<file path="src/rtl/fcyc_pkg.sv">
package fcyc_pkg;

  localparam int MENU_N    = 8;
  localparam int IDXW      = $clog2(MENU_N);
  localparam int BUF_BYTES = 64;
  localparam int CNTW      = $clog2(BUF_BYTES);
  localparam int RAW       = 5;

  localparam logic [RAW-1:0] A_CTRL = 5'd0;
  localparam logic [RAW-1:0] A_STAT = 5'd1;
  localparam logic [RAW-1:0] A_ADDR = 5'd2;
  localparam logic [RAW-1:0] A_PFX  = 5'd3;
  localparam logic [RAW-1:0] A_KIND = 5'd4;
  localparam logic [RAW-1:0] A_MLO  = 5'd5;
  localparam logic [RAW-1:0] A_MHI  = 5'd6;

  typedef enum logic [1:0] {
    K_RD  = 2'd0,
    K_WR  = 2'd1,
    K_RDA = 2'd2,
    K_WRA = 2'd3
  } op_kind_t;

  typedef enum logic [2:0] {
    S_IDLE, S_PFX, S_GAP, S_OPC, S_ADR, S_DAT, S_FIN
  } seq_st_t;

  typedef struct packed {
    logic            fast;
    logic [CNTW-1:0] cnt;
    logic [IDXW-1:0] idx;
    logic            dat_en;
    logic            atomic;
  } ctrl_t;

  function automatic logic kind_has_addr(op_kind_t k);
    return k[1];
  endfunction

  function automatic logic kind_is_write(op_kind_t k);
    return k[0];
  endfunction

  function automatic logic [7:0] addr_byte(logic [23:0] a, logic [1:0] i);
    case (i)
      2'd0:    return a[23:16];
      2'd1:    return a[15:8];
      default: return a[7:0];
    endcase
  endfunction

  function automatic ctrl_t ctrl_decode(logic [31:0] w);
    ctrl_t c;
    c.atomic = w[1];
    c.dat_en = w[2];
    c.fast   = w[3];
    c.idx    = w[6:4];
    c.cnt    = w[13:8];
    return c;
  endfunction

  function automatic logic [31:0] ctrl_encode(ctrl_t c);
    return {18'd0, c.cnt, 1'b0, c.idx, c.fast, c.dat_en, c.atomic, 1'b0};
  endfunction

endpackage

</file>
<file path="src/rtl/fcyc_shifter.sv">
module fcyc_shifter #(
  parameter int DIVW = 4
) (
  input  logic            clk,
  input  logic            rst_n,
  input  logic            start,
  input  logic [7:0]      tx,
  input  logic [DIVW-1:0] half,
  input  logic            miso,
  output logic            sck,
  output logic            mosi,
  output logic            done,
  output logic [7:0]      rx
);

  logic            active;
  logic [7:0]      sh;
  logic [2:0]      bitn;
  logic [DIVW-1:0] cnt;

  assign mosi = sh[7];

  always_ff @(posedge clk or negedge rst_n) begin
    if (!rst_n) begin
      active <= 1'b0;
      sck    <= 1'b0;
      sh     <= '0;
      rx     <= '0;
      bitn   <= '0;
      cnt    <= '0;
      done   <= 1'b0;
    end else begin
      done <= 1'b0;
      if (start) begin
        active <= 1'b1;
        sck    <= 1'b0;
        sh     <= tx;
        bitn   <= '0;
        cnt    <= half - 1'b1;
      end else if (active) begin
        if (cnt != '0) begin
          cnt <= cnt - 1'b1;
        end else begin
          cnt <= half - 1'b1;
          if (!sck) begin
            sck <= 1'b1;
            rx  <= {rx[6:0], miso};
          end else begin
            sck <= 1'b0;
            if (bitn == 3'd7) begin
              active <= 1'b0;
              done   <= 1'b1;
            end else begin
              sh   <= {sh[6:0], 1'b0};
              bitn <= bitn + 1'b1;
            end
          end
        end
      end
    end
  end

endmodule

</file>
<file path="src/rtl/fcyc_seq.sv">
module fcyc_seq
  import fcyc_pkg::*;
#(
  parameter int DIVW = 4
) (
  input  logic            clk,
  input  logic            rst_n,
  input  logic            go,
  input  ctrl_t           cfg,
  input  logic [7:0]      opcode,
  input  op_kind_t        kind,
  input  logic [7:0]      prefix,
  input  logic [23:0]     addr,
  input  logic [DIVW-1:0] half,
  input  logic            sh_done,
  input  logic [7:0]      sh_rx,
  input  logic [7:0]      buf_rd,
  output logic            sh_start,
  output logic [7:0]      sh_tx,
  output logic            cs_n,
  output logic            busy,
  output logic            fin,
  output logic [CNTW-1:0] buf_idx,
  output logic            buf_we,
  output logic [7:0]      buf_wd
);

  seq_st_t         st;
  logic            launched;
  logic [CNTW-1:0] bidx;
  logic [DIVW+1:0] gap;
  ctrl_t           c_q;
  op_kind_t        k_q;
  logic [7:0]      op_q, pf_q;
  logic [23:0]     ad_q;
  logic            byte_st;
  seq_st_t         after_opc, after_adr;

  assign byte_st  = (st == S_PFX) || (st == S_OPC) || (st == S_ADR) || (st == S_DAT);
  assign sh_start = byte_st && !launched;
  assign cs_n     = !byte_st;
  assign busy     = (st != S_IDLE);
  assign fin      = (st == S_FIN);
  assign buf_idx  = bidx;
  assign buf_we   = (st == S_DAT) && sh_done && !kind_is_write(k_q);
  assign buf_wd   = sh_rx;

  assign after_adr = c_q.dat_en ? S_DAT : S_FIN;
  assign after_opc = kind_has_addr(k_q) ? S_ADR : after_adr;

  always_comb begin
    case (st)
      S_PFX:   sh_tx = pf_q;
      S_OPC:   sh_tx = op_q;
      S_ADR:   sh_tx = addr_byte(ad_q, bidx[1:0]);
      S_DAT:   sh_tx = kind_is_write(k_q) ? buf_rd : 8'h00;
      default: sh_tx = 8'h00;
    endcase
  end

  always_ff @(posedge clk or negedge rst_n) begin
    if (!rst_n) begin
      st       <= S_IDLE;
      launched <= 1'b0;
      bidx     <= '0;
      gap      <= '0;
      c_q      <= '0;
      k_q      <= K_RD;
      op_q     <= '0;
      pf_q     <= '0;
      ad_q     <= '0;
    end else begin
      if (sh_start) launched <= 1'b1;
      else if (sh_done) launched <= 1'b0;
      case (st)
        S_IDLE: if (go) begin
          c_q  <= cfg;
          k_q  <= kind;
          op_q <= opcode;
          pf_q <= prefix;
          ad_q <= addr;
          bidx <= '0;
          st   <= cfg.atomic ? S_PFX : S_OPC;
        end
        S_PFX: if (sh_done) begin
          gap <= {half, 2'b00};
          st  <= S_GAP;
        end
        S_GAP: begin
          if (gap <= 1) st <= S_OPC;
          else gap <= gap - 1'b1;
        end
        S_OPC: if (sh_done) begin
          bidx <= '0;
          st   <= after_opc;
        end
        S_ADR: if (sh_done) begin
          if (bidx == 2) begin
            bidx <= '0;
            st   <= after_adr;
          end else begin
            bidx <= bidx + 1'b1;
          end
        end
        S_DAT: if (sh_done) begin
          if (bidx == c_q.cnt) st <= S_FIN;
          else bidx <= bidx + 1'b1;
        end
        default: st <= S_IDLE;
      endcase
    end
  end

endmodule

</file>
<file path="src/rtl/fcyc_engine.sv">
module fcyc_engine
  import fcyc_pkg::*;
#(
  parameter int DIVW      = 4,
  parameter int HALF_SLOW = 4,
  parameter int HALF_FAST = 2
) (
  input  logic           clk,
  input  logic           rst_n,
  input  logic           reg_wr,
  input  logic [RAW-1:0] reg_addr,
  input  logic [31:0]    reg_wdata,
  output logic [31:0]    reg_rdata,
  output logic           spi_cs_n,
  output logic           spi_sck,
  output logic           spi_mosi,
  input  logic           spi_miso
);

  logic [7:0]      menu [MENU_N];
  logic [7:0]      mem  [BUF_BYTES];
  logic [15:0]     kinds;
  logic [7:0]      prefix_q;
  logic [23:0]     addr_q;
  ctrl_t           ctrl_q, cfg_in;
  logic            st_done, st_err, lock_q;
  logic            eng_busy, eng_fin;
  logic            go_req, go_ok, go_bad, wr_stat;
  logic            sh_start, sh_done;
  logic [7:0]      sh_tx, sh_rx;
  logic [CNTW-1:0] buf_idx;
  logic            buf_we;
  logic [7:0]      buf_wd;
  logic [DIVW-1:0] half;
  logic [CNTW-1:0] rbase;
  op_kind_t        kind_sel;

  assign cfg_in   = ctrl_decode(reg_wdata);
  assign go_req   = reg_wr && (reg_addr == A_CTRL) && reg_wdata[0];
  assign go_ok    = go_req && !eng_busy;
  assign go_bad   = go_req && eng_busy;
  assign wr_stat  = reg_wr && (reg_addr == A_STAT);
  assign kind_sel = op_kind_t'(kinds[{cfg_in.idx, 1'b0} +: 2]);
  assign half     = ctrl_q.fast ? DIVW'(HALF_FAST) : DIVW'(HALF_SLOW);

  always_ff @(posedge clk or negedge rst_n) begin
    if (!rst_n) begin
      ctrl_q   <= '0;
      addr_q   <= '0;
      prefix_q <= '0;
      kinds    <= '0;
      st_done  <= 1'b0;
      st_err   <= 1'b0;
      lock_q   <= 1'b0;
      for (int i = 0; i < MENU_N; i++) menu[i] <= '0;
    end else begin
      if (reg_wr && !eng_busy) begin
        if (reg_addr == A_CTRL) ctrl_q <= cfg_in;
        if (reg_addr == A_ADDR) addr_q <= reg_wdata[23:0];
      end
      if (reg_wr && !lock_q) begin
        if (reg_addr == A_PFX)  prefix_q <= reg_wdata[7:0];
        if (reg_addr == A_KIND) kinds    <= reg_wdata[15:0];
        for (int i = 0; i < MENU_N / 2; i++) begin
          if (reg_addr == A_MLO) menu[i]            <= reg_wdata[8*i +: 8];
          if (reg_addr == A_MHI) menu[i + MENU_N/2] <= reg_wdata[8*i +: 8];
        end
      end
      if (wr_stat && reg_wdata[3]) lock_q <= 1'b1;
      if (eng_fin) st_done <= 1'b1;
      else if (wr_stat && reg_wdata[1]) st_done <= 1'b0;
      if (go_bad) st_err <= 1'b1;
      else if (wr_stat && reg_wdata[2]) st_err <= 1'b0;
    end
  end

  always_ff @(posedge clk) begin
    if (buf_we) begin
      mem[buf_idx] <= buf_wd;
    end else if (reg_wr && reg_addr[4] && !eng_busy) begin
      for (int j = 0; j < 4; j++)
        mem[{reg_addr[3:0], 2'(j)}] <= reg_wdata[8*j +: 8];
    end
  end

  assign rbase = {reg_addr[3:0], 2'b00};

  always_comb begin
    reg_rdata = '0;
    if (reg_addr[4]) begin
      reg_rdata = {mem[rbase + 2'd3], mem[rbase + 2'd2], mem[rbase + 2'd1], mem[rbase]};
    end else begin
      case (reg_addr)
        A_CTRL:  reg_rdata = ctrl_encode(ctrl_q);
        A_STAT:  reg_rdata = {28'd0, lock_q, st_err, st_done, eng_busy};
        A_ADDR:  reg_rdata = {8'd0, addr_q};
        A_PFX:   reg_rdata = {24'd0, prefix_q};
        A_KIND:  reg_rdata = {16'd0, kinds};
        A_MLO:   reg_rdata = {menu[3], menu[2], menu[1], menu[0]};
        A_MHI:   reg_rdata = {menu[7], menu[6], menu[5], menu[4]};
        default: reg_rdata = '0;
      endcase
    end
  end

  fcyc_seq #(.DIVW(DIVW)) seq_i (
    .clk(clk), .rst_n(rst_n), .go(go_ok), .cfg(cfg_in),
    .opcode(menu[cfg_in.idx]), .kind(kind_sel), .prefix(prefix_q),
    .addr(addr_q), .half(half), .sh_done(sh_done), .sh_rx(sh_rx),
    .buf_rd(mem[buf_idx]), .sh_start(sh_start), .sh_tx(sh_tx),
    .cs_n(spi_cs_n), .busy(eng_busy), .fin(eng_fin), .buf_idx(buf_idx),
    .buf_we(buf_we), .buf_wd(buf_wd)
  );

  fcyc_shifter #(.DIVW(DIVW)) shf_i (
    .clk(clk), .rst_n(rst_n), .start(sh_start), .tx(sh_tx), .half(half),
    .miso(spi_miso), .sck(spi_sck), .mosi(spi_mosi), .done(sh_done),
    .rx(sh_rx)
  );

endmodule

</file>
<file path="config.mk">
export PLATFORM = sky130hd
export DESIGN_NAME = fcyc_engine
export DESIGN_NICKNAME = d
export VERILOG_FILES = /design/src/rtl/fcyc_pkg.sv /design/src/rtl/fcyc_shifter.sv /design/src/rtl/fcyc_seq.sv /design/src/rtl/fcyc_engine.sv
export SDC_FILE = /design/constraint.sdc
export NUM_CORES = 2
export LEC_CHECK = 0
export ABC_CLOCK_PERIOD_IN_PS = 2660
export BUFFER_PORTS_ARGS = -buffer_cell sky130_fd_sc_hd__buf_2
export CORE_UTILIZATION = 36
export CTS_BUF_LIST = sky130_fd_sc_hd__clkbuf_4
export DETAILED_ROUTE_END_ITERATION = 8
export PLACE_DENSITY = 0.5
export RECOVER_POWER = 50
export SYNTH_ARGS = -nofsm -noshare
export SYNTH_HDL_FRONTEND = slang
export SYNTH_SLANG_ARGS = --single-unit
</file>
<file path="constraint.sdc">
create_clock -name clk -period 2.66 [get_ports clk]
set_input_delay 0.399 -clock clk [delete_from_list [all_inputs] [get_ports clk]]
set_output_delay 0.399 -clock clk [all_outputs]
set_load 0.05 [all_outputs]
</file>
* Word-level counts from Yosys, hierarchy flattened
Memories as Yosys holds them, arrays and structs flattened.
Cells that the tools add are included.
** Cells by class
- $add $sub $neg :: 8
- Magnitude comparators :: 2
- Equal/unequal tests :: 28
- Shift-type cells :: 1
- Muxes and demuxes :: 72
- Bitwise gates (word level) :: 4
- Reduce and logical (&&, ||, !) cells :: 49
** Operator list (number)
- one-hot mux 32 bit (7 select lines) :: 1
- two-way mux 8 bit :: 9
- two-way mux 6 bit :: 9
- two-way mux 3 bit :: 15
- two-way mux 32 bit :: 1
- one-hot mux 8 bit (4 select lines) :: 1
- two-way mux 1 bit :: 26
- binary-select mux 8 bit (select 3 bit) :: 1
- one-hot mux 6 bit (4 select lines) :: 1
- one-hot mux 3 bit (6 select lines) :: 1
- one-hot mux 8 bit (2 select lines) :: 1
- AND reduction 2 bit :: 8
- variable part select 16 x 5 -> 2 bit :: 1
- equality test 5 x 3 -> 1 bit, second input constant :: 3
- logical AND 1 bit :: 15
- inequality test 2 bit, second input constant :: 7
- adder 6 x 1 -> 6 bit, second input constant :: 2
- adder 6 x 2 -> 6 bit, second input constant :: 2
- equality test 3 bit, second input constant :: 4
- two-way mux 4 bit :: 3
- one-hot mux 6 bit (2 select lines) :: 1
- nonzero test 2 bit :: 6
- equality test 5 x 2 -> 1 bit, second input constant :: 2
- inequality test 2 x 1 -> 1 bit, second input constant :: 5
- 27 further kinds :: 39
** Word-level totals
- Register bits after elaboration :: 218
- Memory bits (writable) :: 512
- Bits of input ports :: 41
- Output and inout bits :: 35
- Logic and storage cells :: 201
- Memories :: 1
** Memory list
- mem :: words 64, bits a word 8, rd ports 5, clocked after memory_dff 0, write ports 4, RTL line fcyc_engine.sv:21 : logic [7:0] mem [BUF_BYTES];

* Depth between registers and ports, before layout
- Depth in word-level cells :: 8
- Mapped depth :: 13
- Mapped depth without buffers :: 8

* Cells and area by module
From an unflattened synthesis, not the netlist that was laid out.
** Unflattened totals
- Cells, all modules :: 3357
- Area total of the unflattened synthesis :: 39884.5 um^2
** Modules (own cells, without submodules)
- fcyc_engine :: instances 1, cells an instance 2894, area each 35092.4 um^2, sequential area each 18552.8 um^2
- fcyc_seq :: instances 1, cells an instance 336, area each 3447.1 um^2, sequential area each 1626.6 um^2
- fcyc_shifter :: instances 1, cells an instance 127, area each 1345.0 um^2, sequential area each 650.6 um^2

* Worst setup path before layout
Ideal clock, no wire load.
- Kind :: input -> output
- From :: in reg_addr[0]
- To :: out reg_rdata[30]
- Arrival :: 2777 ps
- Required time :: 2261 ps
- Setup slack :: -516 ps
- Stages :: 7
- Buffers on the path :: 3
- Cells stage by stage :: buf_2 > nand2b_1 > clkbuf_1 > nor3_1 > clkbuf_1 > a22oi_1 > o21ai_0
** On the way
- Longest elaborated chain between the ends :: 3
- Elaborated cells between the ends (all ways) :: 11
- Those cells by class :: add/sub (1); eq/ne (6); mux (2); reduce/logical (1); memory (1)
** RTL lines
- start, declared :: RTL line fcyc_engine.sv:11 : input logic [RAW-1:0] reg_addr,
- adder 6 x 2 -> 6 bit, or another cell as far along :: RTL line fcyc_engine.sv:91 : reg_rdata = {mem[rbase + 2'd3], mem[rbase + 2'd2], mem[rbase + 2'd1], mem[rbase]};
- memory read (64 x 8 bit) or one-hot mux 32 bit (7 select lines) (tied branches)
- two-way mux 32 bit * :: RTL line fcyc_engine.sv:90 : if (reg_addr[4]) begin
- end, declared :: RTL line fcyc_engine.sv:13 : output logic [31:0] reg_rdata,
Every way passes the cells marked *; elsewhere a longest branch is shown, timed or not.

==> flow_summary.ini <==
[route]
first_iter_violations = 5712
wirelength_um = 181000
drc = 0
antenna_left = 0
wl_per_cell_um = 33.6
via_per_inst = 6.12
vias = 33038
detail_route.first_pass.iterations = 6

[cells_and_area]
area_delta_synth_final_pct = 21.2
final_core_util_pct = 44.1
layout_commonest_cell = nand2_1
fin_cells = 5402
final_cell_mix = 980 x nand2_1, 512 x edfxtp_1, 306 x clkbuf_4
final-seq-area_um2 = 20800
multi_input_area_um2 = 17800
drive_gt1_share_pct = 32.3
final_cell_area_um2 = 48000
fillers = 10198
final_nets = 3864

[floorplan]
rows = 121
initial_core_util_pct = 36.4
fp.dieW_um = 334
die_h_um = 334
dieArea_um2 = 111000
core_area_um2 = 109000
io_pins = 76

[worst_setup_path]
cp.arrival_ps = 3340
critPathMaxFanout = 2
r2r_slack_ps = -260
cp.required_ps = 2260
critPathKind = flip-flop to output port
end_kind = output port
cp-start-kind = flip-flop

[job]
maxCapViolCount = 1

[global_route]
grt_pass1_vias = 31324
grt_pass1_wl_um = 249000
grt_max_degree = 61
antenna_found_initial = 8
grt.total_usage_pct = 32.1
grt_overflow = 0

[place]
gp_congestion = 1.07
dp_slack_ps = -386
numPlacedInstances = 4971
place_hpwl_um = 135000
portBuffers = 75
dpl-instance-area_um2 = 44800

[pwr]
totalPowerFinal_mw = 33.0
irDropWorstVdd_v = 0.000304
leakagePower_nw = 20.3
p_per_area_nw_per_um2 = 687

[clocking]
ctsRootBufferMaster = clkbuf_4
clock_latency_ps = 1150
clock-sinks = 730
cts_made_buffers = 200
path_clk_slew_ps = 60
cts_tree = yes
clock_path_buffers = 3
htree_num_levels = 4

[sta]
hold_viol_final = 0
finalCritPeriodShare_pct = 140
tns_ps = -84500
max_clock_freq_mhz = 268
fin_skew_ps = 87.0
rsz0062_at_grt = yes
hold_slack_ps = 121
finalSetupViolations = 639
slew_violations = 61
setup_ws_ps = -1080
min_period_ps = 3740
relSlewSlack_pct = -11.9
worst_pin_slew_ps = 1680

[synthesis]
synth-seq-cells = 730
syn_inst = 3411
async_flop_share_pct = 29.9
dominantRegCellSynth = edfxtp_1
ys_seq_area_share_pct = 52.6
synth_nets = 3462
synth_edf_count = 512
yosysUniqueCellTypes = 74
synth.avg_cell_area_um2 = 11.6
yosysWarnings = 0
synth_area_um2 = 39600

[hold_path]
hold_path_class = input port to flip-flop

[outcome]
failed_checks = capacitance limit, slew limit, setup timing
outcome = complete, but fails checks
==> state kept, by name (all words and copies together) (netlist names), 2 cells and up <==
| signal | cells |
|---|---|
| shf_i.bitn | 3 |
| seq_i.gap | 6 |
| seq_i.ad_q | 24 |
| shf_i.sh | 8 |
| kinds | 16 |
| menu | 64 |
| seq_i.st | 3 |
| prefix_q | 8 |
| mem | 512 |
| shf_i.rx | 8 |
| seq_i.pf_q | 8 |
| ctrl_q | 12 |
| shf_i.cnt | 4 |
| seq_i.op_q | 8 |
| seq_i.c_q | 7 |
| seq_i.buf_idx | 6 |
| seq_i.k_q | 2 |
| addr_q | 24 |
==> repair_timing <==
item	in CTS	in global routing
pin swaps	2	3
setup endpoints to repair	33	431
endpoints found under the hold margin	761	0
hold buffers	41	0
setup buffers	4	9
resized for setup	62	18
gates cloned	0	0
==> layer usage <==
layer,vias to the layer above,global-route usage (%),part of all wire (%)
li1,13614,-,-
met1,16376,42.4,38
met2,2591,48.2,44
met3,451,8.55,12
met4,6,17.1,5.7
met5,-,0,0.023
==> cell families after synthesis <==
kind of cell    synth area share [%]
compound gates                  10.3
xor+xnor                       0.199
fa+ha+maj                      0.316
buf+inv                         3.32
flops                           52.6
mux                             20.5
simple gates                    12.8
==> report_power, final <==
group / switching (mW) / internal [mW]
sequential: 0.853 / 13.5
combinational: 4.81 / 3.09
clock: 5.27 / 5.49
==> final cells by class <==
cell class | instances | area share, %
diodes | 5 | 0.0261
clock buffers | 301 | 4.71
clock inverters | 71 | 0.823
inverters | 11 | 0.0860
multi-input cells | 2347 | 37.1
flip-flops and latches | 730 | 43.4
well taps | 1414 | 3.68
repair buffers | 523 | 10.2
==> path summary, 6_finish.rpt <==
check,cells after the start,endpoint,from
min,5,lock_q$_DFFE_PN0P_,reg_addr[4]
max,5,reg_rdata[0],mem[56][0]$_DFFE_PP_
min in group asynchronous,4,menu[17]$_DFFE_PN0P_,rst_n
min reg2reg,2,seq_i.op_q[0]$_DFFE_PN0P_,seq_i.op_q[0]$_DFFE_PN0P_
max reg2reg,7,mem[22][7]$_DFFE_PP_,seq_i.st[0]$_DFFE_PN0P_
max in group asynchronous,4,addr_q[5]$_DFFE_PN0P_,rst_n
==> Yosys cell counts, types with 4 or more instances <==
cell	number	area share, %
nand2_1	991	9.4
edfxtp_1	512	39
clkbuf_1	223	2.1
dfrtp_1	218	14
mux4_2	218	12
mux2_2	200	5.7
a21o_1	129	2.4
o21ai_0	111	1.4
mux2i_1	96	2.4
a22oi_1	71	1.3
nor2_1	70	0.66
a21oi_1	56	0.71
buf_1	51	0.48
nand3_1	48	0.61
buf_2	46	0.58
nor2b_1	46	0.73
o22ai_1	43	0.68
a221oi_1	35	0.77
a221o_1	24	0.61
a222oi_1	18	0.45
o221ai_1	14	0.31
o31ai_1	14	0.27
nor3_1	13	0.16
nand4_1	12	0.19
inv_1	11	0.10
ha_1	10	0.32
a22o_1	8	0.18
nand2b_1	8	0.13
a2111oi_0	7	0.15
o21a_1	7	0.13
xnor2_1	7	0.15
a31oi_1	6	0.095
nor3b_1	5	0.095
or3_1	5	0.079
a2bb2oi_1	4	0.088
a32oi_1	4	0.088
and2_1	4	0.063
and3_1	4	0.063
nor4_1	4	0.063
o32ai_1	4	0.088
or2_2	4	0.063
==> critical path, stage by stage, from the launching register on <==
cell      delay [ps]
edfxtp_1         510
mux4_2           560
mux4_2           580
nand2_1          110
nand4_1          210
buf_6            240
Power figures use the tool's default switching activity.
